### src/rtl/flash_rd_pkg.sv
package flash_rd_pkg;
   typedef enum logic [1:0] {
      ST_IDLE = 2'd0,
      ST_GAP  = 2'd1,
      ST_XFER = 2'd2
   } seq_state_t;

   localparam int CFG_EN_BIT    = 0;
   localparam int CFG_HOLD_BIT  = 1;
   localparam int CFG_LEN_LSB   = 4;
   localparam int CFG_FLUSH_BIT = 8;
   localparam int CFG_NEG_BIT   = 9;
   localparam int STAT_REL_BIT  = 16;
endpackage

### src/rtl/flash_rd_cfg.sv
module flash_rd_cfg #(
   parameter int LEN_W = 4
) (
   input  logic             clk,
   input  logic             rst_n,
   input  logic             wr_en,
   input  logic [31:0]      wdata,
   input  logic             idle,
   input  logic             cs_released,
   output logic             burst_en,
   output logic             hold_mode,
   output logic [LEN_W-1:0] burst_len,
   output logic             flush_pulse,
   output logic             negate_req,
   output logic [31:0]      rdata
);
   import flash_rd_pkg::*;

   generate
      if (LEN_W < 1 || LEN_W > 4) begin : g_bad_len
         $error("LEN_W must be 1..4");
      end
   endgenerate

   logic cfg_wr;
   logic unused_wdata;

   assign cfg_wr       = wr_en && idle;
   assign negate_req   = wr_en && wdata[CFG_NEG_BIT];
   assign unused_wdata = ^wdata;

   always_ff @(posedge clk or negedge rst_n) begin
      if (!rst_n) begin
         burst_en    <= 1'b0;
         hold_mode   <= 1'b0;
         burst_len   <= '0;
         flush_pulse <= 1'b0;
      end else begin
         flush_pulse <= cfg_wr && wdata[CFG_FLUSH_BIT];
         if (cfg_wr) begin
            burst_en  <= wdata[CFG_EN_BIT];
            hold_mode <= wdata[CFG_HOLD_BIT];
            burst_len <= wdata[CFG_LEN_LSB +: LEN_W];
         end
      end
   end

   always_comb begin
      rdata                           = '0;
      rdata[CFG_EN_BIT]               = burst_en;
      rdata[CFG_HOLD_BIT]             = hold_mode;
      rdata[CFG_LEN_LSB +: LEN_W]     = burst_len;
      rdata[STAT_REL_BIT]             = cs_released;
   end

   // fields frozen while a transfer runs
   a_r9_cfg_frozen_busy: assert property (@(posedge clk) disable iff (!rst_n)
      (wr_en && !idle) |=> ($stable(burst_en) && $stable(hold_mode) && $stable(burst_len)));

   // a flush pulse only follows an idle write
   a_r8_flush_from_idle_write: assert property (@(posedge clk) disable iff (!rst_n)
      flush_pulse |-> $past(wr_en && idle));
endmodule

### src/rtl/flash_rd_burst.sv
module flash_rd_burst #(
   parameter int AW         = 32,
   parameter int LEN_W      = 4,
   parameter int UNIT_BYTES = 8
) (
   input  logic             clk,
   input  logic             rst_n,
   input  logic             load,
   input  logic [AW-1:0]    base_addr,
   input  logic [LEN_W-1:0] units_m1,
   input  logic             step,
   output logic [AW-1:0]    cur_addr,
   output logic             last
);
   localparam logic [AW-1:0] STEP = AW'(UNIT_BYTES);

   generate
      if (UNIT_BYTES < 1 || (UNIT_BYTES & (UNIT_BYTES - 1)) != 0) begin : g_bad_unit
         $error("UNIT_BYTES must be a power of two");
      end
   endgenerate

   logic [LEN_W-1:0] cnt;
   logic [LEN_W-1:0] lim;

   assign last = (cnt == lim);

   always_ff @(posedge clk or negedge rst_n) begin
      if (!rst_n) begin
         cnt      <= '0;
         lim      <= '0;
         cur_addr <= '0;
      end else if (load) begin
         cnt      <= '0;
         lim      <= units_m1;
         cur_addr <= base_addr;
      end else if (step && !last) begin
         cnt      <= cnt + LEN_W'(1);
         cur_addr <= cur_addr + STEP;
      end
   end

   // unit counter never passes the configured length
   a_r3_count_bound: assert property (@(posedge clk) disable iff (!rst_n)
      cnt <= lim);
endmodule

### src/rtl/flash_rd_track.sv
module flash_rd_track #(
   parameter int AW         = 32,
   parameter int UNIT_BYTES = 8
) (
   input  logic          clk,
   input  logic          rst_n,
   input  logic          clear,
   input  logic          update,
   input  logic [AW-1:0] last_addr,
   input  logic [AW-1:0] req_addr,
   output logic          hit,
   output logic          valid
);
   localparam logic [AW-1:0] STEP = AW'(UNIT_BYTES);

   logic [AW-1:0] next_addr;

   assign hit = valid && (req_addr == next_addr);

   always_ff @(posedge clk or negedge rst_n) begin
      if (!rst_n) begin
         valid     <= 1'b0;
         next_addr <= '0;
      end else if (clear) begin
         valid     <= 1'b0;
      end else if (update) begin
         valid     <= 1'b1;
         next_addr <= last_addr + STEP;
      end
   end
endmodule

### src/rtl/flash_rd_seq.sv
module flash_rd_seq #(
   parameter int AW         = 32,
   parameter int LEN_W      = 4,
   parameter int UNIT_BYTES = 8
) (
   input  logic          clk,
   input  logic          rst_n,
   input  logic          reg_wr,
   input  logic [31:0]   reg_wdata,
   output logic [31:0]   reg_rdata,
   input  logic          rd_valid,
   input  logic [AW-1:0] rd_addr,
   output logic          rd_ready,
   output logic          eng_req,
   output logic [AW-1:0] eng_addr,
   input  logic          eng_ack,
   output logic          cache_en,
   output logic          cache_flush,
   output logic          cs_n
);
   import flash_rd_pkg::*;

   seq_state_t       state, state_d;
   logic             cs_q, cs_d;
   logic             idle, accept, hold_pol, unit_done, finish;
   logic             burst_en, hold_mode, negate_req, last;
   logic [LEN_W-1:0] burst_len, units_m1;
   logic             trk_hit, trk_valid;

   assign idle      = (state == ST_IDLE);
   assign accept    = rd_valid && idle;
   assign hold_pol  = burst_en && hold_mode;
   assign units_m1  = burst_en ? burst_len : '0;
   assign unit_done = (state == ST_XFER) && eng_ack;
   assign finish    = unit_done && last;

   assign rd_ready  = idle;
   assign eng_req   = (state == ST_XFER);
   assign cache_en  = burst_en;
   assign cs_n      = cs_q;

   flash_rd_cfg #(.LEN_W(LEN_W)) u_cfg (
      .clk        (clk),
      .rst_n      (rst_n),
      .wr_en      (reg_wr),
      .wdata      (reg_wdata),
      .idle       (idle),
      .cs_released(cs_q),
      .burst_en   (burst_en),
      .hold_mode  (hold_mode),
      .burst_len  (burst_len),
      .flush_pulse(cache_flush),
      .negate_req (negate_req),
      .rdata      (reg_rdata)
   );

   flash_rd_burst #(.AW(AW), .LEN_W(LEN_W), .UNIT_BYTES(UNIT_BYTES)) u_burst (
      .clk      (clk),
      .rst_n    (rst_n),
      .load     (accept),
      .base_addr(rd_addr),
      .units_m1 (units_m1),
      .step     (unit_done),
      .cur_addr (eng_addr),
      .last     (last)
   );

   flash_rd_track #(.AW(AW), .UNIT_BYTES(UNIT_BYTES)) u_track (
      .clk      (clk),
      .rst_n    (rst_n),
      .clear    (cs_d),
      .update   (finish && hold_pol),
      .last_addr(eng_addr),
      .req_addr (rd_addr),
      .hit      (trk_hit),
      .valid    (trk_valid)
   );

   // cs_q = 1 means released (cs_n high)
   always_comb begin
      state_d = state;
      cs_d    = cs_q;
      unique case (state)
         ST_IDLE: begin
            if (accept) begin
               if (!cs_q && !(hold_pol && trk_hit)) begin
                  state_d = ST_GAP;
                  cs_d    = 1'b1;
               end else begin
                  state_d = ST_XFER;
                  cs_d    = 1'b0;
               end
            end else if (!cs_q && (!hold_pol || negate_req)) begin
               cs_d = 1'b1;
            end
         end
         ST_GAP: begin
            state_d = ST_XFER;
            cs_d    = 1'b0;
         end
         ST_XFER: begin
            if (finish) begin
               state_d = ST_IDLE;
               cs_d    = !hold_pol;
            end
         end
         default: begin
            state_d = ST_IDLE;
            cs_d    = 1'b1;
         end
      endcase
   end

   always_ff @(posedge clk or negedge rst_n) begin
      if (!rst_n) begin
         state <= ST_IDLE;
         cs_q  <= 1'b1;
      end else begin
         state <= state_d;
         cs_q  <= cs_d;
      end
   end

   // chip select is active during every unit fetch
   a_r5_cs_low_in_xfer: assert property (@(posedge clk) disable iff (!rst_n)
      (state == ST_XFER) |-> !cs_q);

   // a held chip select always has a valid continuation address
   a_r5_held_has_track: assert property (@(posedge clk) disable iff (!rst_n)
      (idle && !cs_q) |-> trk_valid);

   // release at burst end without the hold policy
   a_r4_release_after_burst: assert property (@(posedge clk) disable iff (!rst_n)
      (finish && !hold_pol) |=> cs_q);

   // the gap cycle has the chip select released
   a_r6_gap_released: assert property (@(posedge clk) disable iff (!rst_n)
      (state == ST_GAP) |-> cs_q);

   // with burst disabled a single unit is loaded
   a_r2_single_unit: assert property (@(posedge clk) disable iff (!rst_n)
      (accept && !burst_en) |=> last);
endmodule

### config.mk
export PLATFORM = sky130hd
export DESIGN_NAME = flash_rd_seq
export DESIGN_NICKNAME = d
export VERILOG_FILES = /design/src/rtl/flash_rd_pkg.sv /design/src/rtl/flash_rd_cfg.sv /design/src/rtl/flash_rd_burst.sv /design/src/rtl/flash_rd_track.sv /design/src/rtl/flash_rd_seq.sv
export SDC_FILE = /design/constraint.sdc
export NUM_CORES = 1
export LEC_CHECK = 0
export ABC_AREA = 0
export CAP_MARGIN = 20
export CORE_ASPECT_RATIO = 1.25
export CORE_UTILIZATION = 48
export CTS_CLUSTER_SIZE = 24
export DETAILED_ROUTE_END_ITERATION = 6
export GPL_TIMING_DRIVEN = 0
export PLACE_DENSITY_LB_ADDON = 0.05
export SYNTH_ARGS = -nofsm -noshare
export SYNTH_HDL_FRONTEND = slang
export SYNTH_SLANG_ARGS = --single-unit
### constraint.sdc
create_clock -name clk -period 2.9 [get_ports clk]
set_clock_uncertainty 0.15 [all_clocks]
set_input_delay 0.58 -clock clk [delete_from_list [all_inputs] [get_ports clk]]
set_output_delay 0.58 -clock clk [all_outputs]
set_load 0.005 [all_outputs]
==> results of run 1 <==
==> final cells by class <==
class                   instances  share of cell area
clock buffers                  12              0.0403
repair buffers                 90               0.144
inverters                       8             0.00472
clock inverters                 4              0.0189
multi-input cells             391               0.392
well taps                     126              0.0248
plain buffers                  50              0.0491
flip-flops and latches         83               0.327
==> Yosys cell counts (3+ instances only) <==
cell / instances / area share
or3_1: 5 / 0.0065
nand4_1: 8 / 0.010
xor2_1: 47 / 0.085
nor4_1: 17 / 0.022
clkbuf_1: 12 / 0.0093
and3_1: 11 / 0.014
inv_1: 8 / 0.0062
and2_1: 3 / 0.0039
nand2_1: 73 / 0.057
dfrtp_1: 82 / 0.43
o21ai_0: 53 / 0.055
a31oi_1: 5 / 0.0065
xnor2_1: 17 / 0.031
buf_2: 5 / 0.0052
nor3b_1: 9 / 0.014
nor3_1: 9 / 0.0093
a21oi_1: 8 / 0.0083
o311ai_0: 7 / 0.013
a221o_1: 13 / 0.027
nand3_1: 19 / 0.020
buf_4: 31 / 0.048
nor2_1: 14 / 0.011
nand3_2: 3 / 0.0062
mux2_2: 10 / 0.023
==> power groups by stage <==
stage	Combinational, mW	Sequential, mW	Clock [mW]
2_1_floorplan	1.37	2.08	0
3_3_place_gp	2.44	2.15	0
3_5_place_dp	2.48	2.17	0
4_1_cts	2.50	2.16	1.45
5_1_grt	2.72	2.23	1.49
6_report	2.50	2.16	1.43
==> logic make-up after synthesis <==
group,count (synthesis)
AND/OR/NAND/NOR,184
AO/OA/AOI/OAI,106
flip-flops,83
XOR/XNOR,64
buffers and inverters,58
multiplexers,10
adder cells (fa/ha/maj),2
other,1
==> flip-flops by register name, indices dropped and copies added, names as in the netlist, 2 cells and up <==
name,count
u_burst.lim,4
u_burst.cur_addr,32
u_burst.cnt,4
u_track.next_addr,32
state,2
u_cfg.burst_len,4
==> repair_timing <==
item                                    CTS  global route
endpoints found under the setup margin    0             6
hold endpoints to repair                  1             0
resized for setup                         0             2
hold buffers                              1             0
==> layer usage <==
layer,GRT usage,vias to the layer above,wire [um]
met2,0.469,160,6920
li1,-,2016,-
met1,0.328,2116,5680
met5,0,-,0
met3,0.0398,27,740
met4,0.133,0,376
==> path summary, 6_finish.rpt <==
kind                                               to  slack (ns)
worst max register to register   u_burst.cur_addr[21]        0.32
max in group asynchronous                        cs_n        1.40
worst max-delay path                   u_burst.lim[1]        0.19
worst min-delay path            u_track.next_addr[17]        0.35
min in group asynchronous        u_track.next_addr[2]        0.55
worst min register to register  u_track.next_addr[17]        0.35
==> stage by stage <==
| step | power [mW] | setup WS (ns) | area [sq um] | setup TNS (ns) |
|---|---|---|---|---|
| after detailed placement | 4.65 | -0.251 | 5980 | -2.26 |
| after floorplan | 3.45 | 0.785 | 4910 | 0 |
| after CTS | 6.10 | 0.0947 | 6360 | 0 |
| final | 6.10 | 0.195 | 6360 | 0 |
| after global placement | 4.59 | -1.99 | 5950 | -165.88 |
| after global routing | 6.44 | 0.0658 | 6360 | 0 |
==> worst reg2reg max path, delay by kind of cell, from the launching register on <==
| kind | cells | cell delay (ns) |
|---|---|---|
| AO/OA/AOI/OAI | 2 | 0.52 |
| AND/OR/NAND/NOR | 3 | 1.00 |
| flip-flops | 1 | 0.49 |
| adder cells (fa/ha/maj) | 1 | 0.30 |
==> impl_metrics.csv, run 1 <==
group,metric,value,unit
run_status,outcome,"finished, final reports clean",
worst_setup_path,worstSetupStartpointType,"input port",
detailed_routing,drt-total-wl,13.7,mm
final_layout,antennaDiodeCount,0,
sta,slew_headroom,0.505,
worst_setup_path,endpoint_kind,"flip-flop",
grt,grt_first_pass_wirelength,21.4,mm
worst_setup_path,path_delay_family,"buffers and inverters",
grt,grt.total_usage,0.270,
synth,synth-compound-area-share,0.146,
detailed_routing,drt-initial-drc-count,372,
final_layout,fill_cells,829,
cts,root_buffer,"clkbuf_16",
pwr,internal-power,3.87,mW
floorplan,die_h,114,um
synth,synthMuxAreaShare,0.0233,
floorplan,num_rows,40,
min_path,min-delay-path-class,"flip-flop to flip-flop",
detailed_routing,drt_first_pass_iters,4,
final_layout,drive_above_1_share,0.125,
detailed_routing,drc,0,
flow_run,max-cap-violations,0,
cts,clock_latency,0.34,ns
placement,dpl.hpwl,9.84,mm
synth,synth-edff-count,0,
final_layout,multiInputGateArea,0.00249,sq mm
sta,setup_viol,0,
worst_setup_path,cp_num_buf_inv,4,
sta,slew_violations,0,
grt,antenna_found_initial,0,
pwr,powerDensity,958,mW/mm^2
final_layout,seqCellArea,0.00208,sq mm
pwr,clockPowerShare,0.235,
detailed_routing,vias,4319,
cts,cts_tree,"done",
synth,yosys.area_share.adder,0.00519,
floorplan,initial_utilization,0.497,
synth,yosys_warnings,0,
synth,synth_top_family_by_area,"simple AND/OR/NAND/NOR gates",
final_layout,layoutNonFillerInstCount,764,
grt,grt_max_degree,62,
cts,clkTransAtPathRegs,0.06,ns
pwr,ir_drop,0.000505,V
placement,place_congestion,0.911,
pwr,switching_share,0.366,
final_layout,mostFrequentLayoutCells,"clkdlybuf4s50_1, dfrtp_1, nand2_1, o21ai_0, xor2_1",
synth,yosys.area_share.xor_xnor,0.116,
synth,synth-seq-cells,83,
sta,timing.fmax,370,MHz
floorplan,ioPinCount,138,
final_layout,mostFrequentLayoutCell,"clkdlybuf4s50_1",
floorplan,die_w,91.7,um
pwr,switchingPower,2.23,mW
detailed_routing,via_per_inst,5.65,
worst_setup_path,cp-startpoint,"rd_valid",
sta,worst_slew_pin_slew,0.736,ns
min_path,hold_start,"u_track.next_addr[17]",
final_layout,final_nets,704,
placement,dp.cells,747,
worst_setup_path,cp.required,3.03,ns
cts,clock-sinks,83,
grt,grt_pass1_vias,4154,
pwr,combPwrFrac,0.410,
sta,period_needed,2.71,ns
worst_setup_path,rr_worst_depth,6,
min_path,hold_depth,2,
pwr,p_leak,2.83,nW
sta,timing.hold.ws,0.347,ns
sta,rsz0062_at_grt,"no",
cts,h-tree-depth,3,
sta,hold_viol,0,
synth,synth_simple_gate_area_share,0.206,
final_layout,syn_to_final_growth,32.0,%
synth,synthCells,508,
cts,cts_buffer_depth,2,
cts,post-cts-setup-buffers,0,
floorplan,core-area,0.00971,sq mm
worst_setup_path,r2r_start,"u_burst.cur_addr[3]",
detailed_routing,wire_per_inst,18.0,um
floorplan,dieArea,0.0105,sq mm
synth,ys.flop_type,"dfrtp_1",
placement,io_buffers,88,
cts,numCtsBuffers,9,
synth,synthArstFlopShare,1.00,
synth,synth_area,0.00482,sq mm
worst_setup_path,cpPeakStageDelay,0.57,ns
synth,syn_area_per_cell,9.49,sq um
worst_setup_path,cp_num_cells,7,
worst_setup_path,arrival,2.83,ns
synth,seq_area_frac_synth,0.431,
pwr,pwr-share-seq,0.355,
worst_setup_path,cp_cell_sequence,"clkdlybuf4s50_1, inv_1, nor3_1, clkbuf_1, buf_1, nand3_1, nand2_1",
worst_setup_path,critPathKind,"input port to flip-flop",
sta,fin_crit_sh,0.933,
worst_setup_path,path_max_fanout,10,
final_layout,finalCoreUtilization,0.656,
detailed_routing,drtAntennaViolNets,0,
synth,synth_cell_type_count,55,
grt,grt-ovfl-total,0,
worst_setup_path,critical-path-slowest-cell,"clkbuf_1",
Note: power is estimated with default switching activity, not from simulation.
==> run 2: changes to the inputs <==
Settings changed: CORE_UTILIZATION 48 to 50, SYNTH_HIERARCHICAL set to 1.
==> run 2 against run 1 <==
Count of clock-buffer cells in the layout unchanged; sequential share of layout area down 2.6 points; register-to-register slack got worse by 0.20 ns; design area increased by 8.8%; combinational power grew 24%; critical endpoint is now u_track/next_addr[26]; maximum frequency shrank 3.7%; non-clock buffer count up 7; final cell count increased by 9.0%; sequential cell count stayed put; largest power group unchanged; sequential power up 18%; power is 10% higher.
==> impl_metrics.csv, run 2 <==
group,metric,value,unit
run_status,outcome,"finished, final reports clean",
grt,grt_pass1_vias,4827,
synth,yosys.area_share.xor_xnor,0.0879,
final_layout,fill_cells,855,
final_layout,final_nets,771,
worst_setup_path,rr_worst_depth,11,
synth,ys_top_cells_by_area,"dfrtp_1, xor2_1, buf_4",
cts,numCtsBuffers,9,
synth,synthMuxAreaShare,0.0339,
synth,synth_simple_gate_area_share,0.260,
floorplan,dieArea,0.0110,sq mm
detailed_routing,vias,5102,
detailed_routing,via_per_inst,6.12,
grt,grt_first_pass_wirelength,24.8,mm
synth,syn_area_per_cell,9.22,sq um
synth,synth_area,0.00528,sq mm
sta,period_needed,2.81,ns
min_path,min-delay-path-class,"input port to asynchronous set/reset pin",
detailed_routing,drt_first_pass_iters,5,
placement,dpl.hpwl,11.5,mm
synth,yosys.area_share.adder,0.00710,
synth,synth-compound-area-share,0.143,
floorplan,die_w,93.9,um
sta,slew_violations,0,
detailed_routing,drtAntennaViolNets,0,
worst_setup_path,cp.required,2.99,ns
floorplan,core-area,0.0102,sq mm
synth,synth-edff-count,0,
synth,synthCells,573,
cts,clock-sinks,83,
detailed_routing,drc,0,
grt,antenna_found_initial,0,
synth,synthArstFlopShare,1.00,
final_layout,largestRegisters,"u_burst/cur_addr (32), u_track/next_addr (32)",
cts,clock_latency,0.33,ns
synth,ys.flop_type,"dfrtp_1",
cts,h-tree-depth,3,
sta,hold_viol,0,
floorplan,num_rows,41,
grt,grt.total_usage,0.301,
worst_setup_path,r2r_end,"u_track/next_addr[26]",
synth,synth_most_common_cell,"dfrtp_1",
sta,worst_slew_pin_slew,1.11,ns
sta,fin_ws,0.0912,ns
synth,synth_cell_type_count,64,
final_layout,mostFrequentLayoutCells,"dfrtp_1, clkdlybuf4s50_1, nand2_1, xor2_1, nor2_1",
sta,rsz0062_at_grt,"yes",
sta,setup_viol,0,
floorplan,initial_utilization,0.518,
cts,cts_buffer_depth,2,
floorplan,ioPinCount,138,
synth,yosys_warnings,6,
pwr,ir_drop,0.000645,V
pwr,powerDensity,973,mW/mm^2
placement,io_buffers,88,
worst_setup_path,r2r_start,"u_track/next_addr[23]",
grt,grt-ovfl-total,0,
placement,dp_slack,-0.975,ns
floorplan,die_h,117,um
final_layout,drive_above_1_share,0.166,
final_layout,mostFrequentLayoutCell,"dfrtp_1",
cts,clkTransAtPathRegs,0.06,ns
sta,slew_headroom,0.254,
synth,seq_area_frac_synth,0.393,
worst_setup_path,endpoint_kind,"flip-flop",
detailed_routing,drt-total-wl,16.3,mm
placement,place_congestion,0.886,
worst_setup_path,path_max_fanout,5,
flow_run,max-cap-violations,0,
cts,root_buffer,"clkbuf_16",
pwr,power,6.74,mW
final_layout,antennaDiodeCount,0,
synth,synth-seq-cells,83,
detailed_routing,wire_per_inst,19.5,um
worst_setup_path,arrival,2.90,ns
synth,synth_commonest_cells,"dfrtp_1, nand2_1, xor2_1",
final_layout,syn_to_final_growth,31.0,%
pwr,p_leak,3.04,nW
worst_setup_path,r2r_setup_slack,0.12,ns
sta,timing.fmax,356,MHz
grt,grt_max_degree,45,
worst_setup_path,critPathKind,"input port to flip-flop",
synth,netlist.area_leader.share,0.388,
synth,yosys.area.top_type,"dfrtp_1",
synth,synth_top_family_by_area,"simple AND/OR/NAND/NOR gates",
sta,fin_crit_sh,0.969,
worst_setup_path,worstSetupStartpointType,"input port",
cts,cts_hold_buf,0,
cts,cts_tree,"done",
detailed_routing,drt-initial-drc-count,406,
## run 2: cell count changes in the layout (fill, tap and decap cells not counted), sizes merged, moves of 13 or more
cell | before | now
nor2 | 15 | 38
o31ai | 0 | 15
or4 | 0 | 16
o21ai | 55 | 31
nand2 | 74 | 58
clkdlybuf4s50 | 87 | 61
a31oi | 5 | 30
dlymetal6s2s | 0 | 13
## run 2: logic make-up after synthesis
logic type | Yosys count
AO/OA/AOI/OAI | 111
XOR/XNOR | 53
adder cells (fa/ha/maj) | 3
buffers and inverters | 67
flip-flops | 83
multiplexers | 14
other | 1
AND/OR/NAND/NOR | 241
## run 2: worst max-delay path, cell delays in order
cell             delay, ns
clkdlybuf4s15_1       0.21
xor2_2                0.17
nor4_4                0.34
nand4_1               0.19
nor3_2                0.23
a31o_2                0.19
nand2_1               0.07
a32o_2                0.31
nor2b_4               0.24
buf_8                 0.16
nor2_1                0.05
a31oi_1               0.16
## run 2: what timing repair did
action                     CTS  global route
pin swaps                   10            14
gates resized for setup     40            26
setup buffers                1             0
gates cloned                 2             0
setup endpoints to repair   32            38
## run 2: area by class of cell
cell class              count  area [sq um]  share of cell area
well taps                 129           161              0.0233
clock buffers              12           256              0.0371
flip-flops and latches     83          2080               0.300
repair buffers             92           952               0.138
multi-input cells         447          3010               0.434
inverters                  11          41.3             0.00596
plain buffers              55           403              0.0582
clock inverters             4          25.0             0.00361
## run 2: how the worst max path moves through the flow
stage                startpoint                    end  slack (ns)  depth (start not counted)
finish              rd_addr[23]  u_track/next_addr[26]        0.09                         12
detailed placement  rd_addr[17]  u_track/next_addr[16]       -0.97                         13
CTS                 rd_addr[13]  u_track/next_addr[26]       0.006                         12
global placement          rst_n   u_burst/cur_addr[12]       -1.93                          1
floorplan           rd_addr[31]   u_track/next_addr[3]        0.26                         12
global route        rd_addr[10]  u_track/next_addr[19]       -0.01                         12
## run 2: power by group
group	switching, mW	internal, mW
Sequential	0.872	1.68
Combinational	1.51	1.59
Clock	0.462	0.625
## run 2: per-layer routing
metal,wire length (um),global-route usage
met1,6430,0.368
met2,8130,0.521
met3,1130,0.0426
met4,568,0.146
met5,0,0
## run 2: metrics by stage
step | util | cells | setup TNS [ns] | hold WS [ns] | cell area [sq um]
floorplan | - | 597 | 0 | 0.134 | 5370
global placement | 0.629 | 814 | -189.84 | 0.329 | 6420
detailed placement | 0.632 | 815 | -32.22 | 0.336 | 6450
CTS | 0.669 | 833 | 0 | 0.0909 | 6830
global route | 0.678 | 833 | -0.0151 | 0.120 | 6920
finish | 0.678 | 833 | 0 | 0.0777 | 6920
